**src/rtl/vseq_pkg.sv**
```systemverilog
package vseq_pkg;

    localparam int DEF_OP_W   = 8;
    localparam int DEF_REG_W  = 5;
    localparam int DEF_MAX_VL = 8;

    localparam int N_OPND   = 3;
    localparam int OPND_RD  = 0;
    localparam int OPND_RS1 = 1;
    localparam int OPND_RS2 = 2;

    typedef enum logic [1:0] {
        SQ_IDLE = 2'd0,
        SQ_RUN  = 2'd1,
        SQ_DONE = 2'd2
    } seq_state_e;

    function automatic int len_width(input int max_vl);
        return $clog2(max_vl + 1);
    endfunction

    function automatic int idx_width(input int max_vl);
        return (max_vl > 1) ? $clog2(max_vl) : 1;
    endfunction

endpackage

```
**src/rtl/vseq_loop_ctrl.sv**
```systemverilog
module vseq_loop_ctrl
    import vseq_pkg::*;
#(
    parameter int MAX_VL = DEF_MAX_VL,
    localparam int VL_W  = len_width(MAX_VL),
    localparam int IDX_W = idx_width(MAX_VL)
) (
    input  logic              clk,
    input  logic              rst,
    input  logic              in_valid,
    output logic              in_ready,
    input  logic [VL_W-1:0]   in_vl,
    input  logic [MAX_VL-1:0] in_pred,
    output logic              load,
    output logic              step,
    output logic              out_valid,
    input  logic              out_ready,
    output logic [IDX_W-1:0]  elem_idx,
    output logic              pc_stall,
    output logic              done
);

    seq_state_e        state_q;
    logic [IDX_W-1:0]  idx_q;
    logic [VL_W-1:0]   vl_q;
    logic [MAX_VL-1:0] pred_q;
    logic [VL_W-1:0]   vl_eff;
    logic              cur_on;
    logic              last;

    assign vl_eff   = (in_vl > VL_W'(MAX_VL)) ? VL_W'(MAX_VL) : in_vl;
    assign in_ready = (state_q == SQ_IDLE);
    assign load     = in_valid && in_ready;
    assign cur_on   = pred_q[idx_q];
    assign out_valid = (state_q == SQ_RUN) && cur_on;
    assign step     = (state_q == SQ_RUN) && (!cur_on || out_ready);
    assign last     = (VL_W'(idx_q) == vl_q - VL_W'(1));
    assign elem_idx = idx_q;
    assign pc_stall = (state_q == SQ_RUN);
    assign done     = (state_q == SQ_DONE);

    always_ff @(posedge clk) begin
        if (rst) begin
            state_q <= SQ_IDLE;
            idx_q   <= '0;
            vl_q    <= '0;
            pred_q  <= '0;
        end else begin
            case (state_q)
                SQ_IDLE: begin
                    if (load) begin
                        idx_q   <= '0;
                        vl_q    <= vl_eff;
                        pred_q  <= in_pred;
                        state_q <= (vl_eff == '0) ? SQ_DONE : SQ_RUN;
                    end
                end
                SQ_RUN: begin
                    if (step) begin
                        if (last) begin
                            state_q <= SQ_DONE;
                        end else begin
                            idx_q <= idx_q + IDX_W'(1);
                        end
                    end
                end
                default: begin
                    state_q <= SQ_IDLE;
                    idx_q   <= '0;
                end
            endcase
        end
    end

    assert_hold_elem_R9: assert property (@(posedge clk) disable iff (rst)
        (out_valid && !out_ready) |=> (out_valid && $stable(elem_idx)));

    assert_done_pulse_R8: assert property (@(posedge clk) disable iff (rst)
        done |=> !done);

    assert_accept_stalls_R7: assert property (@(posedge clk) disable iff (rst)
        (in_valid && in_ready) |=> (pc_stall || done));

    assert_elem_range_R2: assert property (@(posedge clk) disable iff (rst)
        out_valid |-> (VL_W'(elem_idx) < vl_q));

endmodule

```
**src/rtl/vseq_reg_step.sv**
```systemverilog
module vseq_reg_step
    import vseq_pkg::*;
#(
    parameter int REG_W  = DEF_REG_W,
    parameter int MAX_VL = DEF_MAX_VL,
    localparam int IDX_W = idx_width(MAX_VL)
) (
    input  logic             clk,
    input  logic             rst,
    input  logic             load,
    input  logic             step,
    input  logic [REG_W-1:0] base_in,
    input  logic             vec_in,
    output logic [REG_W-1:0] reg_out
);

    logic [REG_W-1:0] base_q;
    logic             vec_q;
    logic [IDX_W-1:0] off_q;

    always_ff @(posedge clk) begin
        if (rst) begin
            base_q <= '0;
            vec_q  <= 1'b0;
            off_q  <= '0;
        end else if (load) begin
            base_q <= base_in;
            vec_q  <= vec_in;
            off_q  <= '0;
        end else if (step && vec_q) begin
            off_q <= off_q + IDX_W'(1);
        end
    end

    assign reg_out = base_q + REG_W'(off_q);

    assert_scalar_fixed_R4: assert property (@(posedge clk) disable iff (rst)
        (!vec_q && !load) |=> (reg_out == $past(reg_out)));

endmodule

```
**src/rtl/vseq_top.sv**
```systemverilog
module vseq_top
    import vseq_pkg::*;
#(
    parameter int OP_W   = DEF_OP_W,
    parameter int REG_W  = DEF_REG_W,
    parameter int MAX_VL = DEF_MAX_VL,
    localparam int VL_W  = len_width(MAX_VL),
    localparam int IDX_W = idx_width(MAX_VL)
) (
    input  logic              clk,
    input  logic              rst,
    input  logic              in_valid,
    output logic              in_ready,
    input  logic [OP_W-1:0]   in_opcode,
    input  logic [REG_W-1:0]  in_rd,
    input  logic [REG_W-1:0]  in_rs1,
    input  logic [REG_W-1:0]  in_rs2,
    input  logic [2:0]        in_vec,
    input  logic [VL_W-1:0]   in_vl,
    input  logic [MAX_VL-1:0] in_pred,
    output logic              out_valid,
    input  logic              out_ready,
    output logic [OP_W-1:0]   out_opcode,
    output logic [REG_W-1:0]  out_rd,
    output logic [REG_W-1:0]  out_rs1,
    output logic [REG_W-1:0]  out_rs2,
    output logic [IDX_W-1:0]  out_elem,
    output logic              pc_stall,
    output logic              done
);

    logic load;
    logic step;
    logic [OP_W-1:0] opcode_q;
    logic [N_OPND-1:0][REG_W-1:0] base_vec;
    logic [N_OPND-1:0][REG_W-1:0] reg_vec;

    vseq_loop_ctrl #(.MAX_VL(MAX_VL)) ctrl_i (
        .clk       (clk),
        .rst       (rst),
        .in_valid  (in_valid),
        .in_ready  (in_ready),
        .in_vl     (in_vl),
        .in_pred   (in_pred),
        .load      (load),
        .step      (step),
        .out_valid (out_valid),
        .out_ready (out_ready),
        .elem_idx  (out_elem),
        .pc_stall  (pc_stall),
        .done      (done)
    );

    assign base_vec[OPND_RD]  = in_rd;
    assign base_vec[OPND_RS1] = in_rs1;
    assign base_vec[OPND_RS2] = in_rs2;

    for (genvar g = 0; g < N_OPND; g++) begin : g_opnd
        vseq_reg_step #(.REG_W(REG_W), .MAX_VL(MAX_VL)) step_i (
            .clk     (clk),
            .rst     (rst),
            .load    (load),
            .step    (step),
            .base_in (base_vec[g]),
            .vec_in  (in_vec[g]),
            .reg_out (reg_vec[g])
        );
    end

    always_ff @(posedge clk) begin
        if (rst) begin
            opcode_q <= '0;
        end else if (load) begin
            opcode_q <= in_opcode;
        end
    end

    assign out_opcode = opcode_q;
    assign out_rd     = reg_vec[OPND_RD];
    assign out_rs1    = reg_vec[OPND_RS1];
    assign out_rs2    = reg_vec[OPND_RS2];

    assert_hold_fields_R9: assert property (@(posedge clk) disable iff (rst)
        (out_valid && !out_ready) |=> ($stable(out_rd) && $stable(out_rs1)
                                       && $stable(out_rs2) && $stable(out_opcode)));

    assert_idle_quiet_R12: assert property (@(posedge clk) disable iff (rst)
        in_ready |-> (!out_valid && !pc_stall));

endmodule

```
**config.mk**
```make
export PLATFORM = sky130hd
export DESIGN_NAME = vseq_top
export DESIGN_NICKNAME = d
export VERILOG_FILES = /design/src/rtl/vseq_pkg.sv /design/src/rtl/vseq_loop_ctrl.sv /design/src/rtl/vseq_reg_step.sv /design/src/rtl/vseq_top.sv
export SDC_FILE = /design/constraint.sdc
export NUM_CORES = 1
export LEC_CHECK = 0
export ABC_AREA = 1
export BUFFER_PORTS_ARGS = -buffer_cell sky130_fd_sc_hd__buf_2
export CORE_MARGIN = 2
export CORE_UTILIZATION = 43
export CTS_CLUSTER_SIZE = 28
export DETAILED_ROUTE_END_ITERATION = 8
export GPL_TIMING_DRIVEN = 0
export PLACE_DENSITY = 0.7
export SYNTH_ARGS = -nofsm -noshare
export SYNTH_HDL_FRONTEND = slang
export SYNTH_SLANG_ARGS = --single-unit
```
**constraint.sdc**
```tcl
create_clock -name clk -period 4.5 [get_ports clk]
set_clock_uncertainty 0.15 [all_clocks]
set_input_delay 0.225 -clock clk [delete_from_list [all_inputs] [get_ports clk]]
set_output_delay 0.225 -clock clk [all_outputs]
set_load 0.1 [all_outputs]
```
Word level (Yosys, flattened, before mapping)
Index checks and enable logic that the tools add are counted.
{"block": "word_totals", "reg_bits": 52, "inputBits": 42, "out_inout_bits": 30, "word_cells": 57}
{"block": "op_classes", "n_addsub": 8, "order_cmp": 2, "n_eq_ne": 7, "n_mux": 12, "n_reduce_logical": 14}
{"cell": "adder 5 x 3 -> 5 bit", "count": 3}
{"cell": "adder 3 x 1 -> 3 bit (second input constant)", "count": 4}
{"cell": "two-way mux 3 bit", "count": 3}
{"cell": "two-way mux 2 bit", "count": 4}
{"cell": "logical AND 1 bit", "count": 6}
{"cell": "one-hot mux 3 bit (2 select lines)", "count": 1}
{"cell": "AND reduction 3 bit", "count": 2}
{"cell": "equality test 3 x 4 -> 1 bit", "count": 1}
{"cell": "> comparator 4 bit (second input constant)", "count": 1}
{"cell": "logical NOT 4 bit", "count": 1}
{"cell": "less-than comparator 3 x 4 -> 1 bit (second input constant)", "count": 1}
{"cell": "two-way mux 4 bit", "count": 1}
{"cell": "!= test 2 x 1 -> 1 bit (second input constant)", "count": 2}
{"cell": "!= test 2 bit (second input constant)", "count": 2}
{"cell": "one-hot mux 2 bit (2 select lines)", "count": 1}
{"cell": "subtractor 4 x 1 -> 4 bit (second input constant)", "count": 1}
{"cell": "binary-select mux 1 bit (select 3 bit)", "count": 1}
{"cell": "equality test 2 x 1 -> 1 bit (second input constant)", "count": 1}
{"cell": "equality test 2 bit (second input constant)", "count": 1}
{"cell": "logical NOT 2 bit", "count": 1}
{"cell": "AND reduction 2 bit", "count": 1}
{"cell": "OR reduction 2 bit", "count": 1}
{"cell": "logical NOT 1 bit", "count": 1}
{"cell": "logical OR 1 bit", "count": 1}
{"cell": "two-way mux 1 bit", "count": 1}

Logic depth before layout (Yosys ltp)
Gate-level depths: netlist of the first run.
{"block": "depth", "ltp_word": 7, "ltp_mapped": 11, "depth_no_buf": 10}

By module
Synthesis of the first run repeated with hierarchy kept, for this count alone.
{"block": "unflattened", "hier_cells": 423, "hier_area_um2": 2914.0}
{"mod": "vseq_loop_ctrl", "n_inst": 1, "cells_each": 147, "area_per_inst_um2": 1036.0, "seq_area_each_um2": 340.3}
{"mod": "vseq_reg_step at g_opnd[0].step_i ...", "n_inst": 2, "cells_each": 75, "area_per_inst_um2": 504.2, "seq_area_each_um2": 180.2}
{"mod": "vseq_reg_step at g_opnd[1].step_i", "n_inst": 1, "cells_each": 75, "area_per_inst_um2": 528.0, "seq_area_each_um2": 180.2}
{"mod": "vseq_top", "n_inst": 1, "cells_each": 51, "area_per_inst_um2": 341.6, "seq_area_each_um2": 160.2}

Worst setup path before layout of the first run
Ideal clock, no wire load.
{"block": "synth_timing", "path_type": "reg2out", "startpoint": "register g_opnd[0].step_i.off_q[0]", "endpoint": "output out_rd[4]", "t_arrival_ns": 2.598, "required_time_ns": 4.125, "setup_slack_ns": 1.527, "path_stages_with_launch": 6, "path_buffers": 0, "cell_sequence": "dfxtp_1 -> ha_1 -> inv_1 -> fa_1 -> o21ai_0 -> xor2_1"}
{"block": "synth_via", "elab_chain_len": 1}
{"item": "from (decl)", "line_no": "vseq_reg_step.sv:19", "text": "logic [IDX_W-1:0] off_q;"}
{"item": "from (signal assigned)", "line_no": "vseq_reg_step.sv:31", "text": "off_q <= off_q + IDX_W'(1);"}
{"item": "adder 5 x 3 -> 5 bit", "line_no": "vseq_reg_step.sv:35", "text": "assign reg_out = base_q + REG_W'(off_q);"}
{"item": "to (decl)", "line_no": "vseq_top.sv:24", "text": "output logic [REG_W-1:0] out_rd,"}
Every way passes these cells.

Worst setup path after layout of the first run
Same ends and word-level chain as after synthesis.

==> key figures, run 1 <==
Synth
  • Simple logic cell fraction of the synthesized area: roughly 27%
  • Seq/Total Area, Yosys: between 30% and 40%
  • Yosys warnings: 0
  • Cell area after synthesis: 2700 um^2
  • Synth Area in Adders: ~8.7%
  • Synth top area share: 38.6%
  • Ys flop type: dfxtp_1
  • Post-synth ARST share: 0%
  • Ranking of synthesized cells by area: dfxtp_1, nor2_1, ha_1
  • Yosys cell types: 30
  • Post-synthesis mux area share: 0%
  • Synth Register Bits: 52
  • Post-synthesis xor/xnor area fraction: 4.87%
  • Post-Syn Instances: 350
  • Biggest area consumer among synthesized cells: dfxtp_1
  • Syn Nets: between 400 and 500
  • Post-synth EDFFs: 0
  • Synth Area in Compound Gates: a little under an eighth
  • Syn Area/Cell: roughly 7.7 um^2
  • Largest family of logic cells by synthesized area: simple AND/OR/NAND/NOR gates

Pwr
  • Sequential share of power: ~40%
  • Combinational power share: about two fifths
  • Sw power: 0.000603 W
  • Leak pwr: ~1.6 nW
  • Post-layout power: about 0.0013 W
  • Pwr dens: 412 nW/um^2
  • Max VDD drop: between 0.0002 and 0.00025 V
  • Internal power: roughly 0.00074 W
  • Clock power share: 20.8%
  • Sw Ratio: between 40% and 50%

Worst setup path
  • Crit path required time: approximately 4.1 ns
  • FF-to-FF setup slack: roughly 2.7 ns
  • Arrival @ worst endpoint: about 2.2 ns
  • Worst Setup Start Kind: flip-flop
  • Critical path capture point type: primary output
  • Crit Path Max Fanout: 4
  • FF-to-FF path depth: 9
  • Critical path startpoint: g_opnd[0].step_i.off_q[0]
  • R2R Path End: ctrl_i.elem_idx[1]
  • FF-to-FF Start: ctrl_i.vl_q[0]
  • Crit Path Class: reg -> out

STA
  • Slew headroom: 65.8%
  • Final worst-path cycle share: between 50% and 60%
  • Setup repair after global routing missed its margin: no
  • Final Hold Fails: 0
  • Max-slew violations: 0
  • Max Freq: roughly 390 MHz
  • Final setup fails: 0
  • Final min period: approximately 2.6 ns
  • Setup_tns: 0 ns
  • Measured slew at the worst slew-check pin: a little over 0.5 ns

Run
  • # Max-Cap Violations: 0

Die
  • Die Area: between 6000 and 7000 um^2
  • Initial Utilization: a little under half
  • Area of the core: 5990 um^2
  • Die Y: 83.2 um
  • Row count: 28
  • Ports: just over 70
  • Die X: about 83 um

Drt
  • Starting DRT DRC Count: 103
  • Vias after detailed routing: 2,498
  • Detailed-route wire length per cell: ~13 um
  • Post-route DRC: 0
  • Vias/cell: around 4.9
  • Routed Antenna Nets: 0
  • DRT Wirelength: 6330 um
  • DRT Pass-1 Iters: 4

Cells and area
  • Nets: between 400 and 500
  • Antenna Cells: 0
  • Final std cells w/o fill: ~510
  • Area Overhead vs Synth: 20.4%
  • Filler cells: 590
  • Share of layout cells above drive strength 1: roughly 25%

GRT
  • Vias in the first global route: about 2,400
  • Largest net degree at the start of global routing: 18
  • Initial antenna violation count: 0
  • GRT Total Usage: between 10% and 20%
  • First-pass GRT wire length: 10,700 um
  • Grt ovf: 0

Placement
  • HPWL after detailed placement: 4920 um
  • Placed cell count: between 400 and 500
  • Final GP Congestion: between 0.7 and 0.8
  • Buffers added on ports: approximately 70

Clocking
  • # resized after CTS: 0
  • Root Buffer: clkbuf_8
  • Clock net sink count: between 50 and 60
  • Post-CTS setup repair buffer count: 0
  • CTS max path bufs: 2
  • Clock edge transition at the registers on the reported setup and hold paths: 0.10 ns
  • Clk Latency, worst-skew pair: just over 0.3 ns
  • H-tree levels: 2
  • CTS tree: built
  • Number of CTS-inserted buffers: 5

Worst hold path
  • Hold path cells: 3
  • Hold Startpoint: in_rs1[2]
  • Hold Path End: g_opnd[1].step_i.base_q[2]
  • Hold WC Path Type: in -> reg

Status
  • Status: finished clean
-- power by group through the flow --
stage	Sequential (W)	Combinational, W	Clock, W
after floorplan	0.000624	0.000350	0
after global placement	0.000546	0.000518	0
after detailed placement	0.000548	0.000524	0
after CTS	0.000537	0.000526	0.000284
after global routing	0.000543	0.000562	0.000304
final	0.000537	0.000524	0.000278
-- kinds of logic after synthesis --
logic type / count (synthesis)
buffers and inverters: 55
adder cells (fa/ha/maj): 17
AND/OR/NAND/NOR: 152
AO/OA/AOI/OAI: 59
flip-flops: 52
XOR/XNOR: 15
-- flip-flops by register name, indices dropped and copies added, names as in the netlist --
register              flops
ctrl_i.state_q            2
ctrl_i.pred_q             8
ctrl_i.elem_idx           3
g_opnd.step_i.base_q     15
g_opnd.step_i.vec_q       3
out_opcode                8
ctrl_i.vl_q               4
g_opnd.step_i.off_q       9
-- final cells by class --
type                       count  area, um^2  area share (%)
clock inverter                 3        22.5           0.694
sequential                    52        1040            32.1
tap                           75        93.8            2.89
multi-input combinational    243        1400            43.2
inverter                      41         161            4.97
timing repair buffer          72         365            11.3
clock buffer                   5        68.8            2.12
buffer                        14        92.6            2.85
-- per-stage QoR --
stage	utilization, %	instance area [um^2]	setup slack [ns]	hold slack (ns)
6_report	54.2	3250	1.90	0.0110
5_1_grt	54.2	3250	1.74	0.000308
3_3_place_gp	52.5	3150	2.29	0.297
2_1_floorplan	-	2700	1.53	0.153
3_5_place_dp	52.5	3150	2.27	0.298
4_1_cts	54.2	3250	1.90	0.000370
-- layer usage --
| layer | share of wire (%) | global-route usage, % |
|---|---|---|
| met5 | 0 | 0 |
| met3 | 4.0 | 3.48 |
| met2 | 49 | 33.1 |
| met1 | 45 | 22.8 |
| met4 | 1.6 | 6.56 |
-- worst max-delay path, cell delays in order, from the launching register on --
cell     delay (ns)
dfxtp_1        0.39
ha_1           0.20
inv_1          0.07
fa_1           0.40
o21ai_0        0.23
xor2_1         0.17
buf_2          0.45
-- worst max-delay path by stage --
| stage | cells past startpoint | to | slack, ns |
|---|---|---|---|
| after floorplan | 5 | out_rd[4] | 1.53 |
| after global placement | 6 | out_rd[4] | 2.29 |
| after detailed placement | 6 | out_rs2[4] | 2.27 |
| after CTS | 6 | out_rd[4] | 1.90 |
| after global routing | 6 | out_rd[4] | 1.74 |
| final | 6 | out_rd[4] | 1.90 |
-- layout by cell type (no fill, tap or decap), drive strengths merged --
cell	netlist	routed
nor2	65	65
nand2	49	49
clkbuf	5	10
ha	14	14
a211oi	1	1
buf	9	80
nand3	22	22
and3	2	2
xnor2	5	5
clkinv	0	2
o21ai	37	37
o32ai	2	2
inv	41	42
fa	3	3
a21oi	19	19
nand3b	1	1
nand4	13	13
dlygate4sd3	0	1
dfxtp	52	52
xor2	10	10
-- Yosys cell counts (5+ instances only) --
library cell and count:
a21oi_1 19, clkbuf_1 5, dfxtp_1 52, ha_1 14, inv_1 35, nand2_1 46, nand3_1 16, nand3_2 5
nand4_1 12, nor2_1 61, o21ai_0 35, xnor2_1 5, xor2_1 10
-- what timing repair did --
action / CTS / global route
endpoints found under the hold margin: 1 / 0
hold buffers: 1 / 0
endpoints found under the setup margin: 0 / 0
Note: power is estimated with default switching activity, not from simulation.
==> run 2, diff against run 1 <==
--- a/config.mk
+++ b/config.mk
@@ -12,7 +12,7 @@
 export CTS_CLUSTER_SIZE = 28
 export DETAILED_ROUTE_END_ITERATION = 8
 export GPL_TIMING_DRIVEN = 0
-export PLACE_DENSITY = 0.7
+export PLACE_DENSITY = 0.73
 export SYNTH_ARGS = -nofsm -noshare
 export SYNTH_HDL_FRONTEND = slang
 export SYNTH_SLANG_ARGS = --single-unit
==> constraint.sdc (replaced) <==
create_clock -name clk -period 2.1 [get_ports clk]
set_clock_uncertainty 0.15 [all_clocks]
set_input_delay 0.105 -clock clk [delete_from_list [all_inputs] [get_ports clk]]
set_output_delay 0.105 -clock clk [all_outputs]
set_load 0.1 [all_outputs]
==> run 2 against run 1 <==
Net effect: sequential share of layout area is 5.5 points lower; flip-flop and latch count is the same; wire length increased by 12%; highest routed layer unchanged; largest cell class unchanged; critical path type unchanged; first-iteration DRC count down 8.7%; critical endpoint unchanged; die area did not move; clock-buffer cell count increased by 3.
==> key figures, run 2 (synthesized netlist as in run 1, its figures left out) <==
Worst setup path
  • Crit Path Max Fanout: 2 (-2)
  • FF-to-FF setup slack: 0.16 ns (-2.57 ns)
  • Crit path required time: 1.85 ns (-2.27 ns)
  • FF-to-FF path depth: 8 (-1)
  • Critical path's largest stage delay: 0.36 ns (-0.09 ns)
  • Critical path capture point type: primary output
  • Worst Setup Start Kind: flip-flop
  • Crit Path Class: reg -> out
  • Crit-path cells: ha_4 -> inv_1 -> fa_2 -> o21ai_2 -> xor2_2 -> buf_12
  • Arrival @ worst endpoint: 1.79 ns (-0.43 ns)
  • CP max-delay cell: dfxtp_2

Cells and area
  • Leading cell type in the layout, fill and taps excluded: buf_2
  • Most frequent cells in the layout: buf_2, nor2_1, nand2_1
  • Share of layout cells above drive strength 1: 29.7% (+4.6 points)
  • Antenna Cells: 0 (unchanged)
  • Largest Register: g_opnd.step_i.base_q
  • Area Overhead vs Synth: 47.4%
  • Final std cells w/o fill: 553 (+9.5%)
  • Largest regs: g_opnd.step_i.base_q x15, g_opnd.step_i.off_q x9
  • Nets: 536 (+9.8%)
  • Max reg flops: 15 (unchanged)
  • Final Cell Area: 3980 um^2 (+22%)

Worst hold path
  • Hold path cells: 6 (+3)
  • Hold WC Path Type: in -> reg

Placement
  • Placed cell count: 496 (unchanged)
  • Placed Instance Area: 3270 um^2 (+3.8%)
  • Buffers added on ports: 71 (unchanged)
  • Final GP Congestion: 0.802 (+1.5%)
  • Pre-CTS setup slack: -0.173 ns (-2.44 ns)
  • HPWL after detailed placement: 4800 um (-2.4%)

Drt
  • Post-route DRC: 0 (unchanged)
  • Routed Antenna Nets: 0 (unchanged)
  • Detailed-route wire length per cell: 12.8 um (+1.8%)
  • Met1 WL: 3010 um (+5.4%)
  • Vias/cell: 4.88 (-1.3%)
  • WL met2: 3620 um (+16%)
  • DRT Wirelength: 7060 um (+12%)
  • DRT Pass-1 Iters: 4 (unchanged)
  • Highest metal used: met4
  • Metal3 WL: 302 um (+19%)
  • Starting DRT DRC Count: 94 (-8.7%)
  • Vias after detailed routing: 2,700 (+8.1%)

Pwr
  • Leak pwr: 1.89 nW (+16%)
  • Post-layout power: 0.00300 W (+120%)
  • Pwr dens: 754 nW/um^2 (+83%)
  • Max VDD drop: 0.000601 V (+200%)

STA
  • Setup repair after global routing missed its margin: yes
  • Final Hold Fails: 0 (unchanged)
  • Final setup fails: 0 (unchanged)
  • Final setup margin: 0.0576 ns (-1.85 ns)
  • Final worst-path cycle share: 97.3%
  • Final min period: 2.04 ns
  • Max-slew violations: 0 (unchanged)
  • Slew headroom: 66.2% (+0.43 points)
  • Max Freq: a little under 500 MHz
  • Measured slew at the worst slew-check pin: 0.507 ns (-0.00639 ns)

GRT
  • Grt ovf: 0 (unchanged)
  • Largest net degree at the start of global routing: 15 (-3)
  • Initial antenna violation count: 0 (unchanged)
  • First-pass GRT wire length: 11,900 um (+11%)
  • GRT Total Usage: 21.0% (+2.2 points)
  • Vias in the first global route: 2,667 (+12%)

Clocking
  • Number of CTS-inserted buffers: 5 (unchanged)
  • Clock net sink count: 52 (unchanged)
  • Root Buffer: clkbuf_8
  • H-tree levels: 2 (unchanged)
  • Clk Latency, worst-skew pair: 0.30 ns (about the same)
  • CTS max path bufs: 2 (unchanged)
  • Clock edge transition at the registers on the reported setup and hold paths: 0.08 ns (-0.02 ns)
  • CTS tree: built

Die
  • Die Y: 83.2 um (unchanged)
  • Row count: 28 (unchanged)
  • Ports: 72 (unchanged)
  • Area of the core: 5990 um^2 (unchanged)
  • Initial Utilization: 45.0% (unchanged)
  • Die X: 83.2 um (unchanged)
  • Die Area: 6920 um^2 (unchanged)

Run
  • # Max-Cap Violations: 0 (unchanged)

Status
  • Status: finished clean
[run 2: cell types whose count changed in the layout (fill, tap and decap cells not counted), moves of 4 or more]
cell           previous run  this run
buf_2                    73        62
dlygate4sd3_1             1        42
buf_6                     3         8
xor2_1                   10         4
ha_1                     14        10
dfxtp_1                  52        43
xor2_2                    0         4
dfxtp_2                   0         8
buf_4                     4        14
[run 2: critical path, delay by kind of cell, from the launching register on]
family / cells / cell delay [ns]
XOR/XNOR: 1 / 0.21
buffers and inverters: 2 / 0.24
flip-flops: 1 / 0.36
adder cells (fa/ha/maj): 2 / 0.49
AO/OA/AOI/OAI: 1 / 0.18
[run 2: where the power goes]
part	switching, W	leakage (nW)	internal [W]
Sequential	0.0000797	0.432	0.00108
Combinational	0.000896	1.41	0.000362
Clock	0.000309	0.0455	0.000269
[run 2: worst paths after layout]
kind                              start                end
min reg2reg            ctrl_i.pred_q[0]   ctrl_i.pred_q[0]
max          g_opnd[0].step_i.base_q[0]          out_rd[4]
max reg2reg           ctrl_i.state_q[0]     ctrl_i.vl_q[0]
min                            in_vl[3]  ctrl_i.state_q[1]
[run 2: per-layer routing]
| metal | vias to the layer above | GRT usage, % |
|---|---|---|
| li1 | 1384 | - |
| met1 | 1238 | 24.9 |
| met2 | 66 | 37.8 |
| met3 | 12 | 4.08 |
| met4 | 0 | 7.30 |
| met5 | - | 0 |
[run 2: cell type report]
type	count	area (um^2)
fillers	501	2020
multi-input cells	243	1570
flip-flops and latches	52	1050
repair buffers	120	912
inverters	41	164
well taps	75	93.8
plain buffers	14	92.6
clock buffers	8	90.1
[run 2: what timing repair did]
action,CTS,global route
endpoints found under the setup margin,13,10
resized for setup,34,10
hold buffers,42,0
buffers inserted,5,2
pin swaps,9,6
endpoints found under the hold margin,40,0
[run 2: metrics by stage]
step | hold WS [ns] | TNS, ns | utilization, %
2_1_floorplan | 0.0335 | -0.545 | -
3_3_place_gp | 0.204 | -0.272 | 54.5
3_5_place_dp | 0.211 | -0.357 | 54.5
4_1_cts | 0.0821 | -0.0710 | 65.7
5_1_grt | 0.142 | -0.0403 | 66.4
6_report | 0.0815 | 0 | 66.4
==> run 3, diff against run 2 <==
--- a/config.mk
+++ b/config.mk
@@ -6,7 +6,7 @@
 export NUM_CORES = 1
 export LEC_CHECK = 0
 export ABC_AREA = 1
-export BUFFER_PORTS_ARGS = -buffer_cell sky130_fd_sc_hd__buf_2
+export BUFFER_PORTS_ARGS = -buffer_cell sky130_fd_sc_hd__buf_4
 export CORE_MARGIN = 2
 export CORE_UTILIZATION = 43
 export CTS_CLUSTER_SIZE = 28
==> run 3 against run 2 <==
Net effect: sequential share of layout area down 1.2 points; global-route usage down 0.35 points; register-to-register slack got worse by 0.04 ns; critical path type unchanged; setup slack got worse by 0.045 ns; critical endpoint unchanged; first-iteration DRC count grew 51%; maximum frequency fell by 2.2%; final cell count fell by 0.54%.
==> key figures, run 3 (synthesized netlist as in run 1, its figures left out) <==
Die
  • Area of the core: 5990 um^2 (unchanged)
  • Initial Utilization: 45.0% (unchanged)
  • Die X: 83.2 um (unchanged)
  • Die Y: 83.2 um (unchanged)
  • Ports: 72 (unchanged)
  • Die Area: 6920 um^2 (unchanged)
  • Row count: 28 (unchanged)

Clocking
  • Clock edge transition at the registers on the reported setup and hold paths: 0.09 ns (about the same)
  • CTS max path bufs: 2 (unchanged)
  • Root Buffer: clkbuf_8
  • Clock net sink count: 52 (unchanged)
  • CTS tree: built
  • H-tree levels: 2 (unchanged)
  • Clk Latency, worst-skew pair: 0.29 ns (about the same)
  • Number of CTS-inserted buffers: 5 (unchanged)

Run
  • # Max-Cap Violations: 0 (unchanged)

Pwr
  • Internal power: 0.00185 W (+7.8%)
  • Leak pwr: 1.93 nW (+2.2%)
  • Clock power share: 21.2% (+1.9 points)
  • Pwr dens: 760 nW/um^2 (+0.70%)
  • Max VDD drop: 0.000451 V (-25%)
  • Combinational power share: 41.8% (about the same)
  • Sequential share of power: 37.0% (-1.8 points)
  • Sw power: 0.00130 W (+1.0%)
  • Sw Ratio: 41.3% (-1.6 points)

Cells and area
  • Nets: 533 (-0.56%)
  • Final std cells w/o fill: 550 (-0.54%)
  • Most frequent cells in the layout: buf_4, nor2_1, nand2_1
  • Largest Register: g_opnd.step_i.base_q
  • Max reg flops: 15 (unchanged)
  • Largest regs: g_opnd.step_i.base_q x15, g_opnd.step_i.off_q x9
  • Area Overhead vs Synth: 53.6%
  • Leading cell type in the layout, fill and taps excluded: buf_4
  • Share of layout cells above drive strength 1: 30.1% (+0.40 points)
  • Antenna Cells: 0 (unchanged)

GRT
  • GRT Total Usage: 20.7% (-0.35 points)
  • Grt ovf: 0 (unchanged)
  • Vias in the first global route: 2,704 (+1.4%)
  • Largest net degree at the start of global routing: 16 (+1)
  • First-pass GRT wire length: 11,900 um (+0.46%)
  • Initial antenna violation count: 0 (unchanged)

STA
  • Setup_tns: 0 ns (unchanged)
  • Final setup fails: 0 (unchanged)
  • Setup repair after global routing missed its margin: yes
  • Slew headroom: 66.1% (about the same)
  • Final Hold Fails: 0 (unchanged)
  • Final worst-path cycle share: 99.4% (+2.2 points)
  • Measured slew at the worst slew-check pin: 0.508 ns (+0.000962 ns)
  • Max Freq: 479 MHz (-2.2%)
  • Final min period: 2.09 ns (+0.0453 ns)
  • Max-slew violations: 0 (unchanged)

Placement
  • Buffers added on ports: 71 (unchanged)
  • Final GP Congestion: 0.792 (-1.3%)
  • HPWL after detailed placement: 4870 um (+1.5%)
  • Placed cell count: 496 (unchanged)

Drt
  • Highest metal used: met4
  • Vias after detailed routing: 2,682 (-0.67%)
  • Starting DRT DRC Count: 142 (+51%)
  • DRT Pass-1 Iters: 4 (unchanged)
  • Post-route DRC: 0 (unchanged)
  • Routed Antenna Nets: 0 (unchanged)
  • DRT Wirelength: 7240 um (+2.5%)
  • Detailed-route wire length per cell: 13.2 um (+3.1%)
  • Vias/cell: 4.88 (-0.12%)
  • Metal3 WL: 322 um (+6.6%)
  • WL met2: 3680 um (+1.7%)
  • Met1 WL: 3160 um (+5.1%)

Worst setup path
  • Crit path required time: 1.85 ns (about the same)
  • Crit Path Max Fanout: 2 (unchanged)
  • Worst Setup Start Kind: flip-flop
  • FF-to-FF path depth: 8 (unchanged)
  • Critical path capture point type: primary output
  • Arrival @ worst endpoint: 1.83 ns (+0.04 ns)
  • Crit Path Class: reg -> out

Worst hold path
  • Hold WC Path Type: in -> reg
  • Hold path cells: 6 (unchanged)

Status
  • Status: finished clean
run 3: path summary, 6_finish.rpt:
check / start / to / slack [ns]
worst max-delay path: g_opnd[0].step_i.base_q[0] / out_rd[4] / 0.01
worst min register to register: ctrl_i.pred_q[1] / ctrl_i.pred_q[1] / 0.31
worst min-delay path: in_vl[1] / ctrl_i.state_q[1] / 0.08
worst max register to register: ctrl_i.state_q[0] / ctrl_i.vl_q[1] / 0.12
run 3: worst max-delay path: stages, from the launching register on:
cell,delay (ns)
dfxtp_2,0.36
ha_4,0.14
inv_2,0.04
fa_2,0.40
o21ai_4,0.19
xor2_2,0.19
buf_12,0.20
run 3: routing by layer:
metal | GRT usage (%) | vias up
li1 | - | 1378
met1 | 25.7 | 1219
met2 | 37.2 | 79
met3 | 2.98 | 6
met4 | 5.81 | 0
met5 | 0 | -
run 3: area by class of cell:
| cell class | instances | area (um^2) |
|---|---|---|
| buffer | 13 | 88.8 |
| sequential | 52 | 1050 |
| clock inverter | 2 | 35.0 |
| clock buffer | 6 | 72.6 |
| tap | 75 | 93.8 |
| inverter | 41 | 161 |
| timing repair buffer | 118 | 1060 |
| fill | 462 | 1850 |
| multi-input combinational | 243 | 1580 |
run 3: metrics by stage:
stage / instance area, um^2 / setup WS (ns) / total power (W) / hold WS, ns / util [%]
2_1_floorplan: 2820 / -0.384 / 0.00212 / 0.0335 / -
5_1_grt: 4140 / -0.0695 / 0.00329 / 0.118 / 69.1
3_5_place_dp: 3440 / -0.0236 / 0.00239 / 0.195 / 57.5
6_report: 4140 / 0.0122 / 0.00315 / 0.0756 / 69.1
3_3_place_gp: 3440 / -0.0212 / 0.00238 / 0.195 / 57.5
4_1_cts: 4070 / -0.0286 / 0.00314 / 0.0762 / 68.0
run 3: power by group through the flow:
| stage | registers, W | logic (W) | clock network, W |
|---|---|---|---|
| 6_report | 0.00116 | 0.00131 | 0.000667 |
| 5_1_grt | 0.00117 | 0.00140 | 0.000715 |
| 4_1_cts | 0.00116 | 0.00130 | 0.000684 |
| 3_5_place_dp | 0.00118 | 0.00121 | 0 |
| 3_3_place_gp | 0.00118 | 0.00120 | 0 |
| 2_1_floorplan | 0.00134 | 0.000773 | 0 |
run 3: timing repair:
item | CTS | global route
hold buffers | 41 | 0
endpoints found under the hold margin | 40 | 0
pin swaps | 6 | 6
resized for setup | 20 | 14
endpoints found under the setup margin | 6 | 10
buffers inserted | 4 | 2
